===== config.mk =====
export PLATFORM = sky130hd
export DESIGN_NAME = dpll_clk_recover
export DESIGN_NICKNAME = d
export VERILOG_FILES = /design/src/rtl/dpll_clk_recover.sv
export SDC_FILE = /design/constraint.sdc
export NUM_CORES = 1
export LEC_CHECK = 0
export BUFFER_PORTS_ARGS = -buffer_cell sky130_fd_sc_hd__buf_2
export CORE_UTILIZATION = 45
export DETAILED_ROUTE_END_ITERATION = 10
export PLACE_DENSITY_LB_ADDON = 0.12
export SYNTH_ARGS = -nofsm -noshare
export SYNTH_HDL_FRONTEND = slang
export SYNTH_SLANG_ARGS = --single-unit

===== constraint.sdc =====
create_clock -name clk -period 10.3 [get_ports clk]
set_input_delay 1.03 -clock clk [delete_from_list [all_inputs] [get_ports clk]]
set_output_delay 1.03 -clock clk [all_outputs]
set_load 0.005 [all_outputs]

===== src/rtl/dpll_clk_recover.sv =====
module dpll_clk_recover #(
  parameter int PH_W  = 32,
  parameter int INR_W = 8
) (
  input  logic             clk,
  input  logic             rst_n,
  input  logic             smp_vld,
  input  logic             data_in,
  input  logic [PH_W-1:0]  step,
  input  logic [INR_W-1:0] inertia_lock,
  input  logic [INR_W-1:0] inertia_acq,
  input  logic             lock_in,
  output logic             bit_out,
  output logic             bit_vld,
  output logic             edge_vld,
  output logic [PH_W-1:0]  edge_phase
);
  localparam int PW = PH_W + INR_W + 1;

  logic [PH_W-1:0] phase, ph_inc, corr_ph;
  logic            prev_d, wrap, edge_hit;
  logic [INR_W-1:0] fac;
  logic signed [PW-1:0] prod, biased;
  logic [PW-1:0] rnd;

  assign ph_inc   = PH_W'(phase + step);
  assign wrap     = !phase[PH_W-1] && ph_inc[PH_W-1];
  assign edge_hit = data_in != prev_d;
  assign fac      = lock_in ? inertia_lock : inertia_acq;

  assign prod    = $signed({{(INR_W+1){ph_inc[PH_W-1]}}, ph_inc})
                 * $signed({{(PH_W+1){1'b0}}, fac});
  assign rnd     = {{(PW-INR_W){1'b0}}, {INR_W{prod[PW-1]}}};
  assign biased  = prod + $signed(rnd);
  assign corr_ph = biased[INR_W +: PH_W];

  always_ff @(posedge clk) begin
    if (!rst_n) begin
      phase      <= '0;
      prev_d     <= 1'b0;
      bit_out    <= 1'b0;
      bit_vld    <= 1'b0;
      edge_vld   <= 1'b0;
      edge_phase <= '0;
    end else begin
      bit_vld  <= 1'b0;
      edge_vld <= 1'b0;
      if (smp_vld) begin
        prev_d <= data_in;
        phase  <= edge_hit ? corr_ph : ph_inc;
        if (wrap) begin
          bit_out <= data_in;
          bit_vld <= 1'b1;
        end
        if (edge_hit) begin
          edge_vld   <= 1'b1;
          edge_phase <= ph_inc;
        end
      end
    end
  end

  logic [PH_W:0] mag_ph, mag_edge;
  assign mag_ph   = phase[PH_W-1] ? (PH_W+1)'(-$signed({1'b1, phase})) : {1'b0, phase};
  assign mag_edge = edge_phase[PH_W-1] ? (PH_W+1)'(-$signed({1'b1, edge_phase})) : {1'b0, edge_phase};

  a_r3_strobe_from_sample: assert property (@(posedge clk) disable iff (!rst_n)
    bit_vld |-> $past(smp_vld));
  a_r4_edge_from_sample: assert property (@(posedge clk) disable iff (!rst_n)
    edge_vld |-> $past(smp_vld));
  a_r8_idle_quiet: assert property (@(posedge clk) disable iff (!rst_n)
    !smp_vld |=> (!bit_vld && !edge_vld && $stable(phase)));
  a_r6_pull_shrinks: assert property (@(posedge clk) disable iff (!rst_n)
    edge_vld |-> (mag_ph <= mag_edge));
  a_r1_reset_clear: assert property (@(posedge clk)
    !rst_n |=> (phase == '0 && !bit_vld && !edge_vld));
endmodule


==> impl_metrics.toml, run 1 <==
[run_status]
status = "complete, no violations"

[worst_setup_path]
reg2reg_from = "phase[0]"
path_class = "input port to register"
endpoint_kind = "register"
critPathMaxFanout = 10
cp_common_cell = "fa_1"
max_stage_delay_ns = 0.53
r2r_end = "phase[31]"
crit_slowest_cell = "fa_1"
worstPathRequired_ns = 10.57
rr_worst_depth = 41
worstPathArrival_ns = 10.19
rrSetupSlack_ns = 0.85
critPathLaunchType = "input port"

[clock_tree]
hold_buffers = 0
root_buffer = "clkbuf_16"
cts_max_level = 3
cts_buffers = 9
cts_sinks = 68
cts.path.max_buffers = 2
clk-insertion-delay-late_ns = 0.34
cts.reportedPaths.clkPinSlew_ns = 0.06
cts_tree = "yes"

[sta]
min_period_ns = 9.922
setup_viol = 0
drv_slew = 0
slew_headroom = 0.1755
worst_pin_slew_ns = 1.235
fin_crit_sh = 0.9633
fin_worst_skew_ns = 0.006435
fmax_mhz = 100.8
finalHoldViolCount = 0

[global_route]
grt_pass1_wl_um = 67190
grt_pass1_vias = 12283
grt_start_max_net_pins = 58
grt_antenna_before_repair = 0
grt-ovfl-total = 0
grt_usage = 0.2772

[final_layout]
fill_cells = 2983
final_nets = 2278
drive_gt1_frac = 0.1545
diodes = 0
seqCellArea_sq_mm = 0.001361
syn_to_final_growth_pct = 15.46
multi_input_area_sq_mm = 0.01155
fin_cells = 2312

[yosys]
netlist_instances = 1749
synth.avg_cell_area_sq_um = 8.040
yosysWarnings = 0
synth_nets = 2116
seq_area_frac_synth = 0.09681
synth-async-reset-ratio = 0
ys_seq_elements = 68
synth_cell_type_count = 80
yosys.area.top_type_share = 0.2833
yosysTopAreaCell = "fa_1"
yosys-top-cells-area = "fa_1 (28%), ha_1 (10%), dfxtp_1 (9.7%)"
syn_area_sq_mm = 0.01406
synth_edf_count = 0
synth_ff_type = "dfxtp_1"

[route]
routed_wl_um = 43450
vias = 12628
first_pass_iters = 5
drc_errors = 0
wl_per_cell_um = 18.79
ant_nets = 0
drt_iter0_drc = 774
vias_per_cell = 5.462

[floorplan]
core-area_sq_mm = 0.03067
num_rows = 64
io_pins = 88
initial_core_util = 0.4585
fp.dieW_um = 178.8
die_h_um = 178.8
die_area_sq_mm = 0.03196

[hold_path]
hp-start = "edge_phase[17]"
whs_path_depth = 2
whs_endpoint = "edge_phase[17]"
hold_path_class = "register to register"

[placed_design]
dp_hpwl_um = 35550
io_buffer_count = 87
dp.cells = 2285
gp_congestion = 0.9550

[job]
cap_violations = 0
==> how the worst max path moves through the flow <==
stage                     slack (ns)         to    start
after floorplan                 0.18  phase[31]  step[1]
after global placement         -0.29  phase[31]  step[0]
after detailed placement       -0.38  phase[31]  step[1]
after CTS                       0.11  phase[31]  step[0]
final                           0.38  phase[31]  step[8]
after global routing           -0.05  phase[20]  step[0]
==> metrics by stage <==
step / cell area (sq um) / hold slack [ns] / setup WS, ns / TNS (ns) / util
finish: 16240 / 0.4560 / 0.3783 / 0 / 0.5294
global route: 16240 / 0.4762 / -0.05324 / -0.2823 / 0.5294
CTS: 16040 / 0.4555 / 0.1104 / 0 / 0.5231
detailed placement: 15680 / 0.4477 / -0.3846 / -4.341 / 0.5113
global placement: 15680 / 0.4398 / -0.2904 / -2.461 / 0.5113
floorplan: 14060 / 0.4448 / 0.1801 / 0 / -
==> timing repair <==
action / CTS / global route
pin swaps: 0 / 14
endpoints found under the setup margin: 2 / 31
resized for setup: 2 / 23
buffers inserted: 0 / 11
==> cell usage after synthesis (all sizes together), types with 4 or more instances <==
cell and count:
or2 6, o211ai 26, and4 6, nand2b 64, nor2b 15, inv 279
nand4 16, a211o 5, a21oi 108, buf 15, o21a 14, clkbuf 53
nor4 9, nand3 22, o21bai 12, a41oi 4, and3 10, and2 12
xor2 44, nand2 152, xnor2 60, mux2i 15, o2111ai 5, ha 115
a21o 32, o31ai 5, dfxtp 68, nor2 229, a221oi 4, a211oi 17
a31oi 11, fa 199, mux2 7, o21ai 40, nor3 17
==> cell usage in the layout, fill, tap and decap left out, types with 13 or more instances in the layout <==
cell and n:
buf_4 131, nor2_1 228, o21a_1 13, o211ai_1 25
nor2b_1 14, xor2_1 43, inv_1 277, nand3_1 21
a21o_1 32, fa_1 198, o21ai_0 38, nand2b_1 63
xnor2_1 56, a211oi_1 17, ha_1 113, nand2_1 151
a21oi_1 106, buf_2 87, dfxtp_1 68, nand4_1 16
nor3_1 15
==> cell families (layout without fill, tap and decap cells) <==
family                   count (synthesis)  after routing  share of synthesized area
AND/OR/NAND/NOR                        573            573                     0.1917
XOR/XNOR                               104            104                    0.06477
AO/OA/AOI/OAI                          320            320                     0.1508
buffers and inverters                  348            515                    0.09396
flip-flops                              68             68                    0.09681
adder cells (fa/ha/maj)                314            314                     0.3856
multiplexers                            22             22                    0.01628
==> area by class of cell <==
type | count | area share
Sequential cell | 68 | 0.08384
Clock buffer | 10 | 0.01472
Multi-Input combinational cell | 1333 | 0.7113
Tap cell | 396 | 0.03052
Timing Repair Buffer | 219 | 0.08808
Inverter | 280 | 0.06473
Clock inverter | 6 | 0.006858
==> state kept, by name, summed over array words and instances (netlist names) <==
name	cells
bit_out	1
bit_vld	1
edge_phase	32
edge_vld	1
phase	32
prev_d	1
==> routing by layer <==
layer,routed length (um),track usage,vias up
met4,1805,0.1088,0
met5,0,0,-
met1,18420,0.3570,6222
li1,-,-,5996
met2,21410,0.4755,328
met3,1813,0.02820,82
==> critical path, delay by kind of cell <==
kind	cells	cell delay, ns
and+or+nand+nor	14	2.75
xor gates and xnor gates	2	0.29
adders and majority gates	7	2.90
buffers and inverters	5	0.43
AOI/OAI and AO/OA	14	2.79
Power of run 1 is left out: the tool's default activity adds up to more than one toggle a clock period on the data nets, which glitch-free logic cannot reach.
==> run 2, diff against run 1 <==
Settings changed: CTS_BUF_LIST set to sky130_fd_sc_hd__clkbuf_2 sky130_fd_sc_hd__clkbuf_4 sky130_fd_sc_hd__clkbuf_8.
Clock period 10.3 ns to 9.6 ns, I/O delays scaled along.
==> run 2 against run 1 <==
Compared with the run above:
- flip-flop and latch count unchanged
- sequential share of layout area decreased by 0.66 points
- design area is 8.5% higher
==> impl_metrics.toml, run 2 (same netlist as run 1, synthesis figures left out) <==
[worst_setup_path]
rrSetupSlack_ns = 0.55
worstPathArrival_ns = 9.65
crit_slowest_cell = "fa_1"
path_class = "input port to register"
critPathMaxFanout = 6
critPathLaunchType = "input port"
rr_worst_depth = 43
reg2reg_from = "phase[0]"
r2r_end = "phase[31]"
max_stage_delay_ns = 0.56
endpoint_kind = "register"
worstPathRequired_ns = 9.90
crit_start = "step[0]"

[route]
drc_errors = 0
wl_per_cell_um = 18.24
vias = 13102
drt_iter0_drc = 768
first_pass_iters = 5
routed_wl_um = 44700
ant_nets = 0
vias_per_cell = 5.348

[final_layout]
final_nets = 2416
fin_area_sq_mm = 0.01762
multi_input_area_sq_mm = 0.01201
syn_to_final_growth_pct = 25.33
drive_gt1_frac = 0.2434
diodes = 0
top_regs = "edge_phase x32, phase x32"
fill_cells = 2865
final_common_cell = "inv_1"
mostFrequentLayoutCells = "inv_1 (266), buf_4 (262), nor2_1 (226), fa_1 (197), nand2_1 (148)"
seqCellArea_sq_mm = 0.001361

[sta]
setup_tns_ns = 0
finalWorstSetupSlack_ns = 0.2524
fin_worst_skew_ns = 0.01444
whs_ns = 0.4539
setup_viol = 0
drv_slew = 0
finalHoldViolCount = 0
rsz0062_at_grt = "true"
slew_headroom = 0.2059
fin_crit_sh = 0.9737
fmax_mhz = 107.0
min_period_ns = 9.348
worst_pin_slew_ns = 1.173

[clock_tree]
cts_max_level = 3
cts.path.max_buffers = 2
root_buffer = "clkbuf_8"
cts_tree = "yes"
clk-insertion-delay-late_ns = 0.38
hold_buffers = 0
cts_sinks = 68
cts.reportedPaths.clkPinSlew_ns = 0.09
cts_buffers = 9

[placed_design]
dp_hpwl_um = 35960
io_buffer_count = 87
gp_congestion = 0.9538
dp_slack_ns = -0.4877
placed_area_sq_mm = 0.01674

[hold_path]
whs_endpoint = "edge_phase[16]"
hold_path_class = "register to register"
whs_path_depth = 2
hp-start = "edge_phase[16]"

[global_route]
grt_antenna_before_repair = 0
grt_start_max_net_pins = 58
grt_usage = 0.2855
grt_pass1_wl_um = 69490
grt-ovfl-total = 0
grt_pass1_vias = 12978

[floorplan]
fp.dieW_um = 178.8
core-area_sq_mm = 0.03067
die_h_um = 178.8
io_pins = 88
initial_core_util = 0.4585
die_area_sq_mm = 0.03196
num_rows = 64

[job]
cap_violations = 0

[run_status]
status = "complete, no violations"
==> run 2: changes by cell type in the layout (fill, tap and decap cells not counted), sizes merged <==
cell	delta
bufinv	-2
clkinvlp	+1
clkbuf	+1
clkinv	+1
buf	+137
==> run 2: cell type report <==
class,instances,area share
clock buffer,10,0.007809
clock inverter,6,0.003621
inverter,280,0.05963
multi-input combinational,1333,0.6817
sequential,68,0.07724
tap,396,0.02811
timing repair buffer,357,0.1419
==> run 2: stage by stage <==
| stage | cells | util |
|---|---|---|
| 2_1_floorplan | 1749 | - |
| 6_report | 2450 | 0.5747 |
| 5_1_grt | 2450 | 0.5747 |
| 4_1_cts | 2436 | 0.5573 |
| 3_3_place_gp | 2415 | 0.5458 |
| 3_5_place_dp | 2415 | 0.5458 |
==> run 2: timing repair <==
action | in CTS | in global routing
buffers inserted | 5 | 15
endpoints found under the setup margin | 10 | 31
pin swaps | 28 | 57
resized for setup | 18 | 85
gates cloned | 0 | 0
==> run 2: how the worst max path moves through the flow <==
stage / endpoint / slack (ns) / depth (start not counted)
global route: phase[31] / -0.11 / 40
CTS: phase[31] / 0.001 / 41
detailed placement: phase[31] / -0.49 / 40
global placement: phase[31] / -0.31 / 40
floorplan: phase[31] / 0.02 / 40
finish: phase[31] / 0.25 / 42
==> run 2: worst max-delay path: cells and delay by family <==
kind	cells	cell delay [ns]
and+or+nand+nor	11	2.05
adders and majority gates	8	2.85
xor gates and xnor gates	2	0.34
AOI/OAI and AO/OA	16	3.17
buffers and inverters	5	0.29
==> run 2: metal layers <==
metal,track usage,share of wire,vias to the layer above,routed length [um]
met5,0,0,-,0
met4,0.1144,0.043,0,1911
met3,0.03223,0.041,79,1853
met2,0.4805,0.48,336,21450
met1,0.3726,0.44,6416,19490
li1,-,-,6271,-
Power of run 2 is left out for the same reason.
